==> src/rtl/rsb_pkg.sv <==
package rsb_pkg;
  typedef enum logic [3:0] {
    OP_RLT  = 4'd0,
    OP_RLCI = 4'd1,
    OP_RRT  = 4'd2,
    OP_RRCI = 4'd3,
    OP_SHLA = 4'd4,
    OP_SHRA = 4'd5,
    OP_SHRL = 4'd6,
    OP_NSWP = 4'd7,
    OP_BTST = 4'd8,
    OP_BCLR = 4'd9,
    OP_BSET = 4'd10
  } rsb_op_e;

  localparam int FLG_Z = 3;
  localparam int FLG_N = 2;
  localparam int FLG_H = 1;
  localparam int FLG_C = 0;
endpackage

==> src/rtl/rsb_rotshift.sv <==
module rsb_rotshift #(
  parameter int W = 8
) (
  input  logic [W-1:0] d_i,
  input  logic         cin_i,
  input  logic [3:0]   op_i,
  output logic [W-1:0] q_o,
  output logic         cout_o
);
  import rsb_pkg::*;
  localparam int HALF = W / 2;

  always_comb begin
    q_o    = d_i;
    cout_o = 1'b0;
    case (op_i)
      OP_RLT:  begin q_o = {d_i[W-2:0], cin_i};      cout_o = d_i[W-1]; end
      OP_RLCI: begin q_o = {d_i[W-2:0], d_i[W-1]};   cout_o = d_i[W-1]; end
      OP_RRT:  begin q_o = {cin_i, d_i[W-1:1]};      cout_o = d_i[0];   end
      OP_RRCI: begin q_o = {d_i[0], d_i[W-1:1]};     cout_o = d_i[0];   end
      OP_SHLA: begin q_o = {d_i[W-2:0], 1'b0};       cout_o = d_i[W-1]; end
      OP_SHRA: begin q_o = {d_i[W-1], d_i[W-1:1]};   cout_o = d_i[0];   end
      OP_SHRL: begin q_o = {1'b0, d_i[W-1:1]};       cout_o = d_i[0];   end
      OP_NSWP: begin q_o = {d_i[HALF-1:0], d_i[W-1:HALF]}; cout_o = 1'b0; end
      default: begin q_o = d_i; cout_o = 1'b0; end
    endcase
  end
endmodule

==> src/rtl/rsb_bitop.sv <==
module rsb_bitop #(
  parameter int W     = 8,
  parameter int IDX_W = $clog2(W)
) (
  input  logic [W-1:0]     d_i,
  input  logic [IDX_W-1:0] idx_i,
  output logic [W-1:0]     clr_o,
  output logic [W-1:0]     set_o,
  output logic             sel_bit_o
);
  logic [W-1:0] onehot;

  for (genvar g = 0; g < W; g++) begin : g_dec
    assign onehot[g] = (idx_i == IDX_W'(g));
  end

  assign clr_o     = d_i & ~onehot;
  assign set_o     = d_i | onehot;
  assign sel_bit_o = |(d_i & onehot);
endmodule

==> src/rtl/rsb_unit.sv <==
module rsb_unit #(
  parameter int W     = 8,
  parameter int IDX_W = $clog2(W)
) (
  input  logic [W-1:0]     opnd_i,
  input  logic             carry_i,
  input  logic [3:0]       op_i,
  input  logic [IDX_W-1:0] bit_idx_i,
  input  logic             acc_form_i,
  output logic [W-1:0]     result_o,
  output logic             wr_en_o,
  output logic [3:0]       flag_val_o,
  output logic [3:0]       flag_upd_o
);
  import rsb_pkg::*;

  logic [W-1:0] rs_q, clr_q, set_q;
  logic         rs_c, sel_bit;
  logic         is_rot, short_rot;

  rsb_rotshift #(.W(W)) u_rs (
    .d_i(opnd_i), .cin_i(carry_i), .op_i(op_i), .q_o(rs_q), .cout_o(rs_c)
  );

  rsb_bitop #(.W(W), .IDX_W(IDX_W)) u_bo (
    .d_i(opnd_i), .idx_i(bit_idx_i), .clr_o(clr_q), .set_o(set_q), .sel_bit_o(sel_bit)
  );

  assign is_rot    = (op_i <= 4'(OP_RRCI));
  assign short_rot = is_rot & acc_form_i;

  always_comb begin
    result_o   = opnd_i;
    wr_en_o    = 1'b0;
    flag_val_o = '0;
    flag_upd_o = '0;
    if (op_i <= 4'(OP_NSWP)) begin
      result_o          = rs_q;
      wr_en_o           = 1'b1;
      flag_upd_o        = 4'b1111;
      flag_val_o[FLG_Z] = short_rot ? 1'b0 : (rs_q == '0);
      flag_val_o[FLG_C] = rs_c;
    end else begin
      case (op_i)
        OP_BTST: begin
          flag_upd_o        = 4'b1110;
          flag_val_o[FLG_Z] = ~sel_bit;
          flag_val_o[FLG_H] = 1'b1;
          flag_val_o[FLG_C] = carry_i;
        end
        OP_BCLR: begin result_o = clr_q; wr_en_o = 1'b1; end
        OP_BSET: begin result_o = set_q; wr_en_o = 1'b1; end
        default: ;
      endcase
    end
  end
endmodule

==> config.mk <==
export PLATFORM = sky130hd
export DESIGN_NAME = rsb_unit
export DESIGN_NICKNAME = d
export VERILOG_FILES = /design/src/rtl/rsb_pkg.sv /design/src/rtl/rsb_rotshift.sv /design/src/rtl/rsb_bitop.sv /design/src/rtl/rsb_unit.sv
export SDC_FILE = /design/constraint.sdc
export NUM_CORES = 1
export LEC_CHECK = 0
export CAP_MARGIN = 20
export CORE_AREA = 2 2 45 47
export DETAILED_ROUTE_END_ITERATION = 10
export DIE_AREA = 0 0 47 49
export PLACE_DENSITY = 0.88
export SLEW_MARGIN = 20
export SYNTH_ARGS = -nofsm -noshare
export SYNTH_HDL_FRONTEND = slang
export SYNTH_SLANG_ARGS = --single-unit
==> constraint.sdc <==
create_clock -name vclk -period 3.65
set_clock_uncertainty 0.1 [all_clocks]
set_input_delay 0.5475 -clock vclk [all_inputs]
set_output_delay 0.5475 -clock vclk [all_outputs]
set_load 0.05 [all_outputs]
==> results of run 1 <==
-- worst max-delay path, cell delays in order --
cell             delay, ps
clkdlybuf4s50_1        800
and2_1                 520
xnor2_1                160
o211ai_1               220
a21boi_0               380
buf_12                 190
-- synthesized netlist by cell type, drive strengths merged (2+ instances only) --
| library cell | n | area share (%) |
|---|---|---|
| a21o | 2 | 1.7 |
| o311a | 3 | 3.4 |
| o41ai | 2 | 2.8 |
| nand2b | 4 | 2.8 |
| mux2i | 7 | 7.9 |
| and3b | 3 | 2.9 |
| a22oi | 2 | 1.7 |
| o31ai | 3 | 2.5 |
| nor3b | 2 | 1.7 |
| nand3 | 3 | 1.7 |
| o211ai | 2 | 1.7 |
| nor2 | 7 | 2.9 |
| a32oi | 2 | 2.0 |
| and3 | 4 | 2.8 |
| buf | 10 | 7.2 |
| nor4 | 2 | 1.4 |
| o21ai | 7 | 3.9 |
| a21oi | 4 | 2.2 |
| clkbuf | 7 | 2.9 |
| a31oi | 9 | 6.3 |
| inv | 4 | 1.7 |
| nor2b | 5 | 3.5 |
| nand2 | 5 | 2.1 |
| mux2 | 5 | 6.3 |
| a211oi | 3 | 2.5 |
-- layer usage --
metal  vias to the layer above  routed length, µm  GRT usage, %  share of wire, %
met5                         -                  0             0                 0
met4                         0                 49          1.85               1.5
met3                         4                395          1.11                12
li1                        559                  -             -                 -
met1                       572               1230          42.6                37
met2                        88               1670          50.0                50
-- power groups by stage --
stage / Sequential (W) / Combinational, W / Clock, W
after global placement: 0 / 0.000234 / 0
after detailed placement: 0 / 0.000239 / 0
after floorplan: 0 / 0.000133 / 0
final: 0 / 0.000243 / 0
after CTS: 0 / 0.000240 / 0
after global routing: 0 / 0.000254 / 0
-- final cells by class --
class | count | share of cell area (%)
Multi-Input combinational cell | 107 | 57.2
Timing Repair Buffer | 43 | 39.2
Tap cell | 27 | 2.44
Inverter | 4 | 1.08
-- cells by family (layout without fill, tap and decap cells) --
| family | count (synthesis) | after routing | synth area share (%) |
|---|---|---|---|
| AOI/OAI and AO/OA | 47 | 47 | 38.3 |
| xor gates and xnor gates | 1 | 1 | 0.983 |
| buffers and inverters | 21 | 47 | 11.8 |
| muxes | 13 | 13 | 16.7 |
| other | 1 | 1 | 0.421 |
| and+or+nand+nor | 45 | 45 | 31.7 |
-- through the flow --
| step | hold slack, ps | total power [W] | util (%) | setup slack, ps |
|---|---|---|---|---|
| finish | 1930 | 0.000243 | 75.1 | 175 |
| global route | 1960 | 0.000254 | 75.1 | 52.3 |
| CTS | 1930 | 0.000240 | 75.1 | 213 |
| detailed placement | 1920 | 0.000239 | 75.1 | 221 |
| global placement | 1890 | 0.000234 | 75.1 | 348 |
| floorplan | 1350 | 0.000133 | - | 227 |
-- path summary, 6_finish.rpt --
check / cells past startpoint / end / from
hold / removal: 4 / wr_en_o / op_i[1]
setup / recovery: 6 / result_o[0] / op_i[0]
==> impl_metrics.json, run 1 <==
{
  "status": "finished clean",
  "rows": 16,
  "nClkBuffers": 0,
  "comb_power_share_pct": 100.0,
  "stdcell_count": 181,
  "post_cts_resized": 0,
  "rsz0062_at_grt": "no",
  "drc": 0,
  "slew_viol_final": 0,
  "clkPwrFrac_pct": 0,
  "peakVddDrop_uv": 111,
  "io_buffers": 33,
  "dp.cells": 181,
  "final_nets": 173,
  "wl_per_cell_um": 18.4,
  "holdBufCountCts": 0,
  "fmax_ghz": 0.288,
  "seqPwrFrac_pct": 0,
  "postRouteAntennaNets": 0,
  "fin_area_um2": 1380,
  "synth_seq_area_share_pct": 0,
  "seq_area_um2": 0,
  "p_per_area_nw_per_um2": 176,
  "synth_cell_types": 49,
  "layout_min_cycle_time_ps": 3470,
  "final_cell_mix": "clkdlybuf4s50_1, buf_12, buf_4, a31oi_1",
  "initial_core_util_pct": 48.4,
  "drive_above_1_share_pct": 22.1,
  "nFlopsAndLatches": 0,
  "area_growth_pct": 55.3,
  "grt_pass1_vias": 1070,
  "die_area_um2": 2300,
  "drt_wl_total_um": 3340,
  "critPathMaxFanout": 16,
  "fp.dieH_um": 49,
  "fin_setup_tns_ps": 0,
  "antenna_cells": 0,
  "cp.arrival_ps": 2830,
  "fillCellCount": 131,
  "sw_frac_of_total_pct": 55.1,
  "ioPinCount": 34,
  "avgSynthCellArea_um2": 6.96,
  "critPathLaunchType": "primary input",
  "required_ps": 3000,
  "end_kind": "primary output",
  "critical_path_class": "primary input to primary output",
  "place_congestion": 1.01,
  "core-area_um2": 1840,
  "grtUsageTotal_pct": 29.6,
  "firstDrtPassIters": 5,
  "cts_setup_buffers": 0,
  "drt_iter0_markers": 96,
  "dpl-instance-area_um2": 1380,
  "vias": 1223,
  "viasPerCell": 6.76,
  "cellInternalPower_w": 0.000109,
  "netlist_area_um2": 891,
  "multiInputGateArea_um2": 792,
  "maxSlewHeadroom_pct": 65.2,
  "grt_max_degree": 27,
  "hold_viol_final": 0,
  "yosys_warnings": 0,
  "syn_inst": 128,
  "post-route-period-util_pct": 95.2,
  "tightestPinTransition_ps": 521,
  "setup_viol": 0,
  "place.detailed.hpwl_um": 2500,
  "antenna_found_initial": 0,
  "grt_pass1_wl_um": 5260,
  "layout_commonest_cell": "clkdlybuf4s50_1",
  "syn_nets": 145,
  "leakage_nw": 0.547,
  "grt_remaining_overflow": 0,
  "switchingPower_w": 0.000134,
  "hold_path.class": "primary input to primary output",
  "cap_violations": 0,
  "die_width_um": 47
}
Note: power is estimated with default switching activity, not from simulation.
==> inputs of run 2 (changes only) <==
==> constraint.sdc (replaced) <==
create_clock -name vclk -period 4.2
set_clock_uncertainty 0.1 [all_clocks]
set_input_delay 0.63 -clock vclk [all_inputs]
set_output_delay 0.63 -clock vclk [all_outputs]
set_load 0.05 [all_outputs]
==> run 2 against run 1 <==
  * First-iteration DRC count down 32%
  * Largest power group unchanged
  * Worst setup slack better by 460 ps
  * Worst hold slack better by 130 ps
  * Total power fell by 20%
  * Die area did not move
  * Combinational power is 20% lower
  * Global-route usage decreased by 2.1 points
  * Count of clock-buffer cells in the layout is the same
  * Sequential share of layout area unchanged
  * Critical path depth did not move
  * Final cell count is 2.8% lower
  * Highest routed layer unchanged
  * Critical path type unchanged
==> impl_metrics.json, run 2 (synthesis results as in run 1) <==
{
  "critPathLaunchType": "primary input",
  "fillCellCount": 167,
  "p_per_area_nw_per_um2": 150,
  "nFlopsAndLatches": 0,
  "hold_viol_final": 0,
  "grt_pass1_vias": 1086,
  "end_kind": "primary output",
  "post_cts_resized": 0,
  "setup_ws_ps": 632,
  "fp.dieH_um": 49,
  "critical_path_class": "primary input to primary output",
  "post-route-period-util_pct": 84.9,
  "viasPerCell": 6.66,
  "io_buffers": 33,
  "drt_iter0_markers": 65,
  "required_ps": 3470,
  "grt_max_degree": 26,
  "cellInternalPower_w": 0.0000845,
  "antenna_found_initial": 0,
  "vias": 1173,
  "postRouteAntennaNets": 0,
  "holdCritStartpoint": "op_i[3]",
  "slew_viol_final": 0,
  "drc": 0,
  "holdBufCountCts": 0,
  "pre_cts_ws_ps": 651,
  "path_buf_inv": 2,
  "peakVddDrop_uv": 105,
  "comb_power_share_pct": 100.0,
  "initial_core_util_pct": 48.4,
  "sw_frac_of_total_pct": 56.7,
  "slowest_stage": "clkdlybuf4s50_1",
  "setup_viol": 0,
  "leakage_nw": 0.495,
  "fmax_ghz": 0.280,
  "switchingPower_w": 0.000111,
  "tightestPinTransition_ps": 566,
  "crit_chain": "clkdlybuf4s50_1 > and2_1 > a21oi_1 > o22ai_1 > mux2_2 > clkdlybuf4s50_1",
  "die_area_um2": 2300,
  "cp.arrival_ps": 2840,
  "status": "finished clean",
  "total_power_w": 0.000195,
  "grt_pass1_wl_um": 4960,
  "seqPwrFrac_pct": 0,
  "area_growth_pct": 45.5,
  "wl_per_cell_um": 16.7,
  "grt_remaining_overflow": 0,
  "whs_ps": 2070,
  "nClkBuffers": 0,
  "layout_commonest_cell": "clkdlybuf4s50_1",
  "antenna_cells": 0,
  "cts_setup_buffers": 0,
  "drive_above_1_share_pct": 16.1,
  "layout_min_cycle_time_ps": 3570,
  "final_nets": 168,
  "fin_area_um2": 1300,
  "dpl-instance-area_um2": 1300,
  "crit_path_max_incr_delay_ps": 790,
  "rsz0062_at_grt": "no",
  "place.detailed.hpwl_um": 2200,
  "startpoint": "op_i[2]",
  "maxSlewHeadroom_pct": 62.3,
  "critPathMaxFanout": 11,
  "final_cell_mix": "clkdlybuf4s50_1, a31oi_1, buf_12",
  "rows": 16,
  "clkPwrFrac_pct": 0,
  "place_congestion": 0.935,
  "cap_violations": 0,
  "crit_top_cell": "clkdlybuf4s50_1",
  "crit_family": "buffers and inverters",
  "firstDrtPassIters": 5,
  "ioPinCount": 34,
  "core-area_um2": 1840,
  "seq_area_um2": 0,
  "drt_wl_total_um": 2940,
  "grtUsageTotal_pct": 27.5,
  "die_width_um": 47,
  "fin_setup_tns_ps": 0,
  "hold_path.class": "primary input to primary output"
}
## run 2: changes by cell type in the layout (fill, tap and decap cells not counted), sizes merged
cell	previous run	this run
clkdlybuf4s50	18	23
buf	25	15
## run 2: final timing paths
| check | end | slack [ps] | cells after the start |
|---|---|---|---|
| worst max-delay path | flag_val_o[0] | 630 | 6 |
| worst min-delay path | wr_en_o | 2070 | 4 |
## run 2: stage by stage
step / utilization, % / std cells
finish: 70.4 / 176
global route: 70.4 / 176
CTS: 70.4 / 176
detailed placement: 70.4 / 176
global placement: 70.4 / 176
floorplan: - / 128
## run 2: layer usage
metal	track usage (%)	vias up	wire length (µm)
met4	10.6	0	91
met3	0.370	10	275
li1	-	549	-
met5	0	-	0
met1	40.5	550	1160
met2	41.6	64	1410
## run 2: worst min-delay path, cell delays in order
cell and delay (ps):
clkdlybuf4s50_1 410, buf_4 200, nand3_1 90, buf_4 190
## run 2: final cells by class
| cell class | count | area, µm² | share of cell area, % |
|---|---|---|---|
| repair buffers | 38 | 455 | 35.1 |
| inverters | 4 | 15.0 | 1.16 |
| multi-input cells | 107 | 792 | 61.1 |
| well taps | 27 | 33.8 | 2.61 |
## run 2: power groups by stage
stage / combinational [W] / clock, W / sequential [W]
after global placement: 0.000191 / 0 / 0
after detailed placement: 0.000194 / 0 / 0
final: 0.000195 / 0 / 0
after floorplan: 0.000116 / 0 / 0
after global routing: 0.000206 / 0 / 0
after CTS: 0.000194 / 0 / 0
